<file path="config.mk">
export PLATFORM = sky130hd
export DESIGN_NAME = exc_ctrl_regs
export DESIGN_NICKNAME = d
export VERILOG_FILES = /design/src/rtl/exc_ctrl_pkg.sv /design/src/rtl/exc_mode_stack.sv /design/src/rtl/exc_cause_reg.sv /design/src/rtl/exc_ctrl_regs.sv
export SDC_FILE = /design/constraint.sdc
export NUM_CORES = 1
export LEC_CHECK = 0
export BUFFER_PORTS_ARGS = -buffer_cell sky130_fd_sc_hd__buf_2
export CAP_MARGIN = 20
export CORE_UTILIZATION = 50
export CTS_CLUSTER_SIZE = 28
export DETAILED_ROUTE_END_ITERATION = 10
export GPL_TIMING_DRIVEN = 1
export PLACE_DENSITY = 0.85
export SYNTH_ARGS = -nofsm -noshare
export SYNTH_HDL_FRONTEND = slang
export SYNTH_SLANG_ARGS = --single-unit
</file>
<file path="constraint.sdc">
create_clock -name clk -period 4.25 [get_ports clk]
set_input_delay 0.6375 -clock clk [delete_from_list [all_inputs] [get_ports clk]]
set_output_delay 0.6375 -clock clk [all_outputs]
set_load 0.02 [all_outputs]
</file>
<file path="src/rtl/exc_ctrl_pkg.sv">
package exc_ctrl_pkg;

    localparam int XLEN       = 32;
    localparam int NUM_IRQ    = 8;
    localparam int NUM_SW_IRQ = 2;
    localparam int NUM_HW_IRQ = NUM_IRQ - NUM_SW_IRQ;
    localparam int CODE_W     = 5;
    localparam int SEL_W      = 2;
    localparam int STK_W      = 6;
    localparam int MASK_LSB   = 8;

    localparam logic [XLEN-1:0] HANDLER_VEC = 32'h8000_0080;

    typedef enum logic [CODE_W-1:0] {
        EXC_INT          = 5'd0,
        EXC_ADDR_LD      = 5'd4,
        EXC_ADDR_ST      = 5'd5,
        EXC_BUS_IFETCH   = 5'd6,
        EXC_BUS_DATA     = 5'd7,
        EXC_SYSCALL      = 5'd8,
        EXC_BREAK        = 5'd9,
        EXC_RSVD_OP      = 5'd10,
        EXC_COP_UNUSABLE = 5'd11,
        EXC_OVERFLOW     = 5'd12,
        EXC_FP           = 5'd15
    } exc_code_e;

    typedef enum logic [SEL_W-1:0] {
        SEL_STATUS = 2'd0,
        SEL_CAUSE  = 2'd1,
        SEL_EPC    = 2'd2,
        SEL_NONE   = 2'd3
    } reg_sel_e;

    typedef struct packed {
        logic ku;   // 1 = user, 0 = kernel
        logic ie;
    } mode_pair_t;

    typedef struct packed {
        mode_pair_t old_p;
        mode_pair_t prev_p;
        mode_pair_t cur_p;
    } mode_stack_t;

    function automatic mode_stack_t stack_push(input mode_stack_t s);
        mode_stack_t n;
        n.old_p  = s.prev_p;
        n.prev_p = s.cur_p;
        n.cur_p  = '{ku: 1'b0, ie: 1'b0};
        return n;
    endfunction

    function automatic mode_stack_t stack_pop(input mode_stack_t s);
        mode_stack_t n;
        n.old_p  = s.old_p;
        n.prev_p = s.old_p;
        n.cur_p  = s.prev_p;
        return n;
    endfunction

    function automatic logic [XLEN-1:0] pack_status(input logic [NUM_IRQ-1:0] im,
                                                    input mode_stack_t s);
        logic [XLEN-1:0] w;
        w = '0;
        w[MASK_LSB +: NUM_IRQ] = im;
        w[STK_W-1:0] = s;
        return w;
    endfunction

    function automatic logic [XLEN-1:0] pack_cause(input logic [NUM_IRQ-1:0] ip,
                                                   input logic [CODE_W-1:0] code);
        logic [XLEN-1:0] w;
        w = '0;
        w[MASK_LSB +: NUM_IRQ] = ip;
        w[2 +: CODE_W] = code;
        return w;
    endfunction

endpackage

</file>
<file path="src/rtl/exc_mode_stack.sv">
module exc_mode_stack
    import exc_ctrl_pkg::*;
(
    input  logic                clk,
    input  logic                rst,
    input  logic                push_i,
    input  logic                pop_i,
    input  logic                wr_i,
    input  logic [STK_W-1:0]    wdata_i,
    output mode_stack_t         stack_o
);
    mode_stack_t stack_q;

    always_ff @(posedge clk) begin
        if (rst) begin
            stack_q <= '0;
        end else if (push_i) begin
            stack_q <= stack_push(stack_q);
        end else if (pop_i) begin
            stack_q <= stack_pop(stack_q);
        end else if (wr_i) begin
            stack_q <= mode_stack_t'(wdata_i);
        end
    end

    assign stack_o = stack_q;
endmodule

</file>
<file path="src/rtl/exc_cause_reg.sv">
module exc_cause_reg
    import exc_ctrl_pkg::*;
#(
    parameter int N_IRQ = NUM_IRQ,
    parameter int N_SW  = NUM_SW_IRQ,
    localparam int N_HW = N_IRQ - N_SW
) (
    input  logic                clk,
    input  logic                rst,
    input  logic [N_HW-1:0]     hw_i,
    input  logic                sw_wr_i,
    input  logic [N_SW-1:0]     sw_wdata_i,
    input  logic                code_wr_i,
    input  logic [CODE_W-1:0]   code_i,
    output logic [N_IRQ-1:0]    ip_o,
    output logic [CODE_W-1:0]   code_o
);
    logic [N_IRQ-1:0]  ip_q;
    logic [CODE_W-1:0] code_q;

    for (genvar g = 0; g < N_IRQ; g++) begin : g_pend
        if (g < N_SW) begin : g_sw
            always_ff @(posedge clk) begin
                if (rst)          ip_q[g] <= 1'b0;
                else if (sw_wr_i) ip_q[g] <= sw_wdata_i[g];
            end
        end else begin : g_hw
            always_ff @(posedge clk) begin
                if (rst) ip_q[g] <= 1'b0;
                else     ip_q[g] <= hw_i[g-N_SW];
            end
        end
    end

    always_ff @(posedge clk) begin
        if (rst)            code_q <= '0;
        else if (code_wr_i) code_q <= code_i;
    end

    assign ip_o   = ip_q;
    assign code_o = code_q;
endmodule

</file>
<file path="src/rtl/exc_ctrl_regs.sv">
module exc_ctrl_regs
    import exc_ctrl_pkg::*;
(
    input  logic                  clk,
    input  logic                  rst,
    input  logic [NUM_HW_IRQ-1:0] irq_hw_i,
    input  logic                  exc_valid_i,
    input  logic [CODE_W-1:0]     exc_code_i,
    input  logic [XLEN-1:0]       exc_pc_i,
    input  logic                  rfe_i,
    input  logic                  reg_wr_i,
    input  logic [SEL_W-1:0]      reg_addr_i,
    input  logic [XLEN-1:0]       reg_wdata_i,
    output logic [XLEN-1:0]       reg_rdata_o,
    output logic                  irq_req_o,
    output logic                  priv_fault_o,
    output logic [XLEN-1:0]       vector_o
);
    mode_stack_t         stack;
    logic [NUM_IRQ-1:0]  im_q;
    logic [NUM_IRQ-1:0]  ip;
    logic [CODE_W-1:0]   code;
    logic [XLEN-1:0]     epc_q;
    logic [XLEN-1:0]     status_word;
    logic [XLEN-1:0]     cause_word;

    logic                user_mode;
    logic                wr_denied;
    logic                take_exc;
    logic                do_pop;
    logic                wr_ok;
    logic [CODE_W-1:0]   code_eff;
    reg_sel_e            sel;

    assign sel       = reg_sel_e'(reg_addr_i);
    assign user_mode = stack.cur_p.ku;
    assign wr_denied = reg_wr_i && user_mode && !exc_valid_i;
    assign take_exc  = exc_valid_i || wr_denied;
    assign code_eff  = exc_valid_i ? exc_code_i : CODE_W'(EXC_COP_UNUSABLE);
    assign do_pop    = rfe_i && !take_exc;
    assign wr_ok     = reg_wr_i && !user_mode && !take_exc && !rfe_i;

    exc_mode_stack u_stack (
        .clk     (clk),
        .rst     (rst),
        .push_i  (take_exc),
        .pop_i   (do_pop),
        .wr_i    (wr_ok && sel == SEL_STATUS),
        .wdata_i (reg_wdata_i[STK_W-1:0]),
        .stack_o (stack)
    );

    exc_cause_reg #(
        .N_IRQ (NUM_IRQ),
        .N_SW  (NUM_SW_IRQ)
    ) u_cause (
        .clk        (clk),
        .rst        (rst),
        .hw_i       (irq_hw_i),
        .sw_wr_i    (wr_ok && sel == SEL_CAUSE),
        .sw_wdata_i (reg_wdata_i[MASK_LSB +: NUM_SW_IRQ]),
        .code_wr_i  (take_exc),
        .code_i     (code_eff),
        .ip_o       (ip),
        .code_o     (code)
    );

    always_ff @(posedge clk) begin
        if (rst) begin
            im_q <= '0;
        end else if (wr_ok && sel == SEL_STATUS) begin
            im_q <= reg_wdata_i[MASK_LSB +: NUM_IRQ];
        end
    end

    always_ff @(posedge clk) begin
        if (rst) begin
            epc_q <= '0;
        end else if (take_exc) begin
            epc_q <= exc_pc_i;
        end else if (wr_ok && sel == SEL_EPC) begin
            epc_q <= reg_wdata_i;
        end
    end

    assign status_word = pack_status(im_q, stack);
    assign cause_word  = pack_cause(ip, code);

    always_comb begin
        unique case (sel)
            SEL_STATUS: reg_rdata_o = status_word;
            SEL_CAUSE:  reg_rdata_o = cause_word;
            SEL_EPC:    reg_rdata_o = epc_q;
            default:    reg_rdata_o = '0;
        endcase
    end

    assign irq_req_o    = stack.cur_p.ie && |(ip & im_q);
    assign priv_fault_o = wr_denied;
    assign vector_o     = HANDLER_VEC;
endmodule

</file>
==> metrics.csv, run 1 <==
metric,value,unit
Clock Path Buffers,2,
clock power share,0.351,
final worst path period share,0.659,
DIE WIDTH,82.0,um
Syn-to-layout area delta,17.7,%
outcome,finished clean,
pin count of the biggest net entering global routing,38,
Initial Utilization,0.527,
Hold Slack,0.496,ns
fmax,357,MHz
slowest CP cell,nor2b_2,
Setup-failing EPs final,0,
setup TNS,0,ns
post-synthesis cell type count,47,
initial antenna violation count,0,
Power Density,344,mW/mm^2
Worst Path Required,3.61,ns
"Data arrival, critical path",2.16,ns
HP Class,flip-flop to flip-flop,
Combinational Power Share,0.179,
gate count of the mapped netlist,343,
CTS H-tree depth,3,
Startpoint Class,input port,
max cap viols,0,
Antenna diodes,0,
die span in y,82.0,um
area post-placement,0.00359,mm^2
Post-Layout Cell Count,518,
post-CTS setup buffers,0,
proportion of layout cells with a drive suffix above 1,0.314,
WL/cell,16.1,um
via count,2940,
final net count,520,
switch share,0.285,
Synth warnings,0,
filler instances,543,
DP HPWL,5840,um
Switch Pwr,368,uW
Synth top area share,0.369,
"top cells by area, synth","dfxtp_1 (37%), o221a_1 (11%), buf_4 (8.2%)",
row count,28,
reg2reg path depth,3,
vias in the first global route,2796,
Leak,0.00166,uW
"slowest stage delay, CP",0.49,ns
TritonCTS Sinks,59,
CP Cell Sequence,buf_2 > nor2b_2 > buf_4 > nand2_1 > o21ai_0 > buf_2,
Worst Path Max Fanout,22,
Routed Wire Length,8340,um
WP depth,6,
num ports,148,
crit-path most repeated cell,buf_2,
most used flip-flop cell after synthesis,dfxtp_1,
unrepaired setup endpoints after global routing,false,
IO Port Bufs,115,
register area share after synthesis,0.369,
sequential share of power,0.470,
global-route wire length before repair,13000,um
register bit total from synthesis,59,
syn_area_per_cell,9.32,um^2
DR vias/cell,5.68,
fin. max-slew vios,0,
CTS Hold Bufs,0,
Final Instance Area,0.00376,mm^2
routability cong.,0.890,
Num CTS Buffers,9,
DR DRC count,0,
CP bufs+invs,3,
worst IR drop on VDD,0.196,mV
CTS resizes,0,
Clock Tree Root,clkbuf_8,
Top delay family on crit path,buffers and inverters,
die area,0.00672,mm^2
"EDFF count, synth",0,
DRT iter0 DRCs,216,
mapped cell area,0.00320,mm^2
Clock Skews,0.00310,ns
drt first pass iters,4,
relative slew slack,0.286,
Final Util,0.621,
Final ANT Viol Nets,0,
worst slew pin tran,1.07,ns
Core Area,0.00606,mm^2
clk_lat worst skew,0.33,ns
minimum clock period,2.80,ns
Pint,926,uW
CP Capture Type,output pin,
Placed Cells,502,
"Hold Violations, Final",0,
residual overflow from global routing,0,
Synth async-reset ratio,0,
Worst-path clk slew,0.06,ns
Yosys top cell by area,dfxtp_1,
TritonCTS clock tree,done,
gr usage total,0.255,
crit path kind,input port to output pin,
hold depth,2,
## synth_stat cells, types with 2 or more instances
master / count
o21ai_1: 11
o21a_1: 31
o221a_2: 3
o221a_1: 31
mux2i_1: 15
nor2_1: 6
nor3b_1: 2
inv_1: 5
buf_2: 14
nor2b_1: 9
buf_6: 3
conb_1: 2
a21oi_1: 14
clkbuf_1: 11
buf_4: 35
or4b_1: 3
o21ai_0: 13
nand3_1: 10
dfxtp_1: 59
a22oi_1: 6
a32oi_1: 3
nand4_1: 2
nand2_1: 15
and2_1: 17
## metrics by stage
step                setup WS [ns]  total power, uW
finish                       1.45             1290
floorplan                    2.04              795
detailed placement           1.27              848
CTS                          1.50             1300
global route                 1.37             1350
global placement             1.30              843
## cell type report
type	count	area [um^2]	area share
sequential	59	1180	0.314
clock inverter	1	7.51	0.00200
clock buffer	15	166	0.0442
timing repair buffer	117	591	0.157
inverter	6	22.5	0.00599
multi-input combinational	245	1700	0.452
tap	75	93.8	0.0249
## worst register-to-register path: cells and delay by family, from the launching register on
family          cells  cell delay, ns
compound gates      1            0.35
simple gates        2            0.94
flops               1            0.63
## layer usage
layer	up-vias	share of wire	track usage
li1	1404	-	-
met3	14	0.081	0.0689
met1	1373	0.42	0.318
met5	-	0	0
met4	0	0.016	0.109
met2	149	0.48	0.410
## power by group through the flow
stage,sequential (uW),clock (uW),combinational [uW]
2_1_floorplan,612,0,182
3_3_place_gp,619,0,224
3_5_place_dp,620,0,228
4_1_cts,608,460,229
5_1_grt,612,487,251
6_report,609,454,232
## final timing paths
| check | from | endpoint | slack [ns] |
|---|---|---|---|
| max | reg_addr_i[1] | reg_rdata_o[5] | 1.45 |
| min reg2reg | im_q[4] | im_q[4] | 0.50 |
| max reg2reg | u_stack.stack_o[1] | epc_q[7] | 2.26 |
| min | im_q[4] | im_q[4] | 0.50 |
## cells in the final DEF (no fill, tap or decap), drive strengths merged, types with 2 or more instances in the layout
cell      n
buf     117
dfxtp    59
o221a    34
conb     32
o21a     31
o21ai    24
and2     17
mux2i    15
nand2    15
a21oi    15
clkbuf   15
nand3    10
nor2b     9
nor2      7
a22oi     6
inv       5
a32oi     3
or4b      3
nor3b     2
nand4     2
or3b      2
## state kept, by name, summed over array words and instances (netlist names)
| name | flops |
|---|---|
| epc_q | 32 |
| im_q | 8 |
| u_cause.ip_o | 8 |
| u_stack.stack_o | 6 |
| u_cause.code_o | 5 |
## logic make-up after synthesis
logic type,count (synthesis),share of synthesized area
other,2,0.00235
muxes,15,0.0470
buffers and inverters,69,0.135
AOI/OAI and AO/OA,126,0.314
DFF,59,0.369
and+or+nand+nor,72,0.133
Note: power is estimated with default switching activity, not from simulation.
==> inputs of run 2 (changes only) <==
ABC_AREA = 1   (was unset)
CORE_UTILIZATION = 43   (was 50)
PLACE_DENSITY = 0.77   (was 0.85)
clock period = 2.43 ns   (was 4.25 ns; I/O delays follow)
==> metrics.csv, run 2 <==
metric,value,unit
post-CTS setup buffers,0,
gr usage total,0.222,
switch share,0.274,
setup TNS,0,ns
minimum clock period,1.88,ns
final worst slack,0.547,ns
hold depth,3,
final net count,704,
die area,0.00823,mm^2
fin. max-slew vios,0,
syn_area_per_cell,6.52,um^2
max cap viols,0,
crit path kind,input port to output pin,
Synth top area share,0.349,
Yosys top cell by area,dfxtp_1,
global-route wire length before repair,14500,um
DR DRC count,0,
reg2reg path depth,8,
IO Port Bufs,115,
CTS Hold Bufs,0,
top-count cell post-synth,nand2_1,
Core Area,0.00745,mm^2
Worst Path Required,2.07,ns
vias in the first global route,3137,
Initial Utilization,0.454,
DIE WIDTH,90.7,um
sequential share of power,0.426,
Power Density,612,mW/mm^2
Worst-path clk slew,0.07,ns
DP HPWL,6240,um
unrepaired setup endpoints after global routing,false,
TritonCTS Sinks,59,
"Hold Violations, Final",0,
gate count of the mapped netlist,519,
"Data arrival, critical path",1.52,ns
post-synthesis cell type count,28,
Pint,1790,uW
Clock Skews,0.00551,ns
drt first pass iters,5,
row count,31,
via count,3540,
"top cells by count, synth","nand2_1 (121), nor2_1 (98), dfxtp_1 (59)",
TritonCTS clock tree,done,
Synth async-reset ratio,0,
"EDFF count, synth",0,
routability cong.,0.825,
DRT iter0 DRCs,238,
register area share after synthesis,0.349,
clock power share,0.404,
most frequent cells in the layout,"nand2_1 (121), buf_2 (115), nor2_1 (98)",
Clock Path Buffers,2,
mapped cell area,0.00338,mm^2
"most common cell after layout, fill and taps aside",nand2_1,
Setup-failing EPs final,0,
Num CTS Buffers,9,
Clock Tree Root,clkbuf_8,
Startpoint Class,input port,
Hold Slack,0.227,ns
clk_lat worst skew,0.34,ns
pre-CTS WS,0.512,ns
worst IR drop on VDD,0.349,mV
relative slew slack,0.625,
CP Capture Type,output pin,
Syn-to-layout area delta,19.1,%
residual overflow from global routing,0,
Worst Path Max Fanout,17,
most used flip-flop cell after synthesis,dfxtp_1,
die span in y,90.7,um
initial antenna violation count,0,
pin count of the biggest net entering global routing,44,
"top cells by area, synth","dfxtp_1 (35%), nand2_1 (13%), nor2_1 (11%)",
Routed Wire Length,8820,um
DR vias/cell,4.89,
fmax,531,MHz
final worst path period share,0.775,
Switch Pwr,676,uW
Reg with most FFs,epc_q,
Antenna diodes,0,
Largest register FFs,32,
proportion of layout cells with a drive suffix above 1,0.229,
register bit total from synthesis,59,
num ports,148,
Leak,0.00202,uW
Synth warnings,0,
worst slew pin tran,0.561,ns
WL/cell,12.2,um
Combinational Power Share,0.170,
CTS H-tree depth,3,
Final ANT Viol Nets,0,
HP Class,input port to flip-flop,
CTS resizes,0,
outcome,finished clean,
-- run 2: cell types whose count changed after synthesis, sizes merged, moves of 15 or more --
cell	delta
inv	+53
and2	-17
nor2	+92
nand2	+109
nand3	+22
o21a	-31
o221a	-34
mux2i	-15
a21oi	+15
-- run 2: power groups by stage --
stage | Sequential [uW] | Combinational, uW | Clock [uW]
6_report | 1050 | 418 | 996
3_3_place_gp | 1070 | 409 | 0
4_1_cts | 1050 | 418 | 1010
3_5_place_dp | 1070 | 416 | 0
5_1_grt | 1050 | 470 | 1070
2_1_floorplan | 1060 | 334 | 0
-- run 2: final timing paths --
kind	startpoint	end	slack [ns]
setup / recovery	reg_addr_i[1]	reg_rdata_o[18]	0.55
setup reg to reg	u_stack.stack_o[1]	epc_q[25]	0.72
hold / removal	irq_hw_i[4]	u_cause.ip_o[6]	0.23
hold reg to reg	u_cause.code_o[3]	u_cause.code_o[3]	0.47
-- run 2: cell type report --
class / instances / area [um^2]
clock buffer: 12 / 155
clock inverter: 2 / 60.1
fill: 761 / 3420
inverter: 59 / 226
multi-input combinational: 373 / 1670
sequential: 59 / 1180
tap: 99 / 124
timing repair buffer: 120 / 613
-- run 2: cells by family after synthesis --
group / synth area share
simple gates: 0.328
buf+inv: 0.191
compound gates: 0.129
flops: 0.349
other cells: 0.00222
-- run 2: layer usage --
metal,share of wire,global-route usage
met5,0,0
met4,0.019,0.0847
met3,0.074,0.0581
met2,0.47,0.367
met1,0.44,0.275
-- run 2: critical path, stage by stage --
cell	delay [ns]
buf_2	0.09
inv_1	0.06
nor2_4	0.09
clkinv_1	0.45
nor2_1	0.26
buf_2	0.20
-- run 2: metrics by stage --
stage / instances / util / total power [uW] / cell area (um^2)
detailed placement: 710 / 0.512 / 1490 / 3810
global placement: 710 / 0.512 / 1480 / 3810
CTS: 724 / 0.541 / 2470 / 4030
finish: 724 / 0.541 / 2460 / 4030
global route: 724 / 0.541 / 2590 / 4030
floorplan: 549 / - / 1400 / 3500
==> inputs of run 3 (changes only) <==
CORE_UTILIZATION = 48   (was 43)
PLACE_DENSITY = 0.81   (was 0.77)
clock period = 2 ns   (was 2.43 ns; I/O delays follow)
==> metrics.csv, run 3 (synthesis gave the netlist of run 2 again) <==
metric,value,unit
outcome,finished clean,
most frequent cells in the layout,"nand2_1 (121), buf_2 (115), nor2_1 (98)",
"most common cell after layout, fill and taps aside",nand2_1,
area post-placement,0.00384,mm^2
fin. max-slew vios,0,
proportion of layout cells with a drive suffix above 1,0.232,
Syn-to-layout area delta,19.1,%
Critical R2R Launch,u_stack.stack_o[1],
Post-Layout Cell Count,724,
switch share,0.292,
Top delay family on crit path,buffers and inverters,
CTS H-tree depth,3,
CTS resizes,0,
IO Port Bufs,115,
CP Capture Type,output pin,
Leak,0.00202,uW
DR DRC count,0,
setup TNS,0,ns
Initial Utilization,0.498,
DR vias/cell,4.88,
Largest register FFs,32,
worst slew pin tran,0.577,ns
max cap viols,0,
CP Cell Sequence,buf_2 > inv_1 > nand2_1 > o221ai_1 > buf_2,
Clock Skews,0.00734,ns
DRT iter0 DRCs,164,
minimum clock period,1.78,ns
worst IR drop on VDD,0.443,mV
num ports,148,
Setup-failing EPs final,0,
CP bufs+invs,3,
Reg with most FFs,epc_q,
clock power share,0.372,
Clock Path Buffers,2,
TritonCTS Sinks,59,
global-route wire length before repair,14400,um
reg-to-reg endpoint,im_q[1],
Combinational Power Share,0.182,
gr usage total,0.248,
Antenna diodes,0,
slowest CP cell,o221ai_1,
unrepaired setup endpoints after global routing,false,
Power Total,2860,uW
Final Instance Area,0.00403,mm^2
crit path to,reg_rdata_o[3],
Core Area,0.00679,mm^2
reg2reg path depth,5,
TritonCTS clock tree,done,
drt first pass iters,6,
Startpoint Class,input port,
routability cong.,0.873,
"slowest stage delay, CP",0.40,ns
"Hold Violations, Final",0,
fmax,563,MHz
register-to-register path setup slack,0.36,ns
Routed Wire Length,8870,um
Worst Path Required,1.70,ns
WL/cell,12.3,um
Num CTS Buffers,9,
residual overflow from global routing,0,
vias in the first global route,3183,
DP HPWL,6340,um
"Data arrival, critical path",1.48,ns
DIE WIDTH,86.0,um
crit-path most repeated cell,buf_2,
crit path kind,input port to output pin,
Final ANT Viol Nets,0,
Worst Path Max Fanout,15,
pin count of the biggest net entering global routing,37,
relative slew slack,0.614,
sequential share of power,0.447,
WP depth,5,
initial antenna violation count,0,
clk_lat worst skew,0.34,ns
final worst path period share,0.888,
critical path launch point,reg_addr_i[1],
CTS Hold Bufs,0,
Clock Tree Root,clkbuf_8,
Placed Cells,709,
die span in y,86.0,um
Switch Pwr,835,uW
filler instances,672,
pre-CTS WS,0.250,ns
HP Class,input port to flip-flop,
Worst-path clk slew,0.07,ns
final net count,706,
via count,3535,
Pint,2020,uW
die area,0.00739,mm^2
post-CTS setup buffers,0,
final worst slack,0.224,ns
row count,30,
Power Density,709,mW/mm^2
-- run 3: cell types whose count changed in the layout (fill, tap and decap cells not counted) --
cell,previous run,this run
bufinv_16,2,1
clkinvlp_4,0,1
buf_4,5,6
buf_12,0,1
clkinv_4,0,1
clkbuf_8,11,10
clkinv_2,0,1
-- run 3: worst min-delay path by stage --
stage | start | endpoint | slack, ns | cells after the start
after floorplan | irq_hw_i[0] | u_cause.ip_o[2] | 0.41 | 2
after global placement | u_cause.code_o[3] | u_cause.code_o[3] | 0.44 | 2
after detailed placement | u_stack.stack_o[3] | u_stack.stack_o[3] | 0.46 | 2
after CTS | irq_hw_i[4] | u_cause.ip_o[6] | 0.16 | 3
after global routing | irq_hw_i[0] | u_cause.ip_o[2] | 0.16 | 3
final | irq_hw_i[4] | u_cause.ip_o[6] | 0.16 | 3
-- run 3: cell type report --
class,count,area (um^2),share of cell area
multi-input cells,373,1670,0.414
flip-flops and latches,59,1180,0.293
repair buffers,122,641,0.159
inverters,59,226,0.0562
clock buffers,11,141,0.0351
well taps,96,120,0.0298
clock inverters,4,51.3,0.0127
-- run 3: through the flow --
stage                     utilization  hold WS (ns)
after floorplan                     -         0.407
after global placement          0.565         0.445
after detailed placement        0.565         0.463
after CTS                       0.593         0.155
after global routing            0.593         0.165
final                           0.593         0.161
-- run 3: power by group through the flow --
stage | Clock [uW] | Combinational, uW | Sequential (uW)
6_report | 1060 | 519 | 1280
3_3_place_gp | 0 | 502 | 1300
2_1_floorplan | 0 | 406 | 1290
4_1_cts | 1080 | 515 | 1280
3_5_place_dp | 0 | 512 | 1300
5_1_grt | 1150 | 581 | 1280
-- run 3: metal layers --
layer	global-route usage	up-vias	wire length, um
li1	-	1781	-
met1	0.310	1538	3730
met2	0.395	193	4080
met3	0.0674	23	849
met4	0.120	0	215
met5	0	-	0
-- run 3: worst reg2reg max path, stage by stage, from the launching register on --
cell and delay [ns]:
dfxtp_1 0.39, nor3_4 0.30, nand3_1 0.35, inv_1 0.36, nor2_1 0.07, nor2_1 0.11
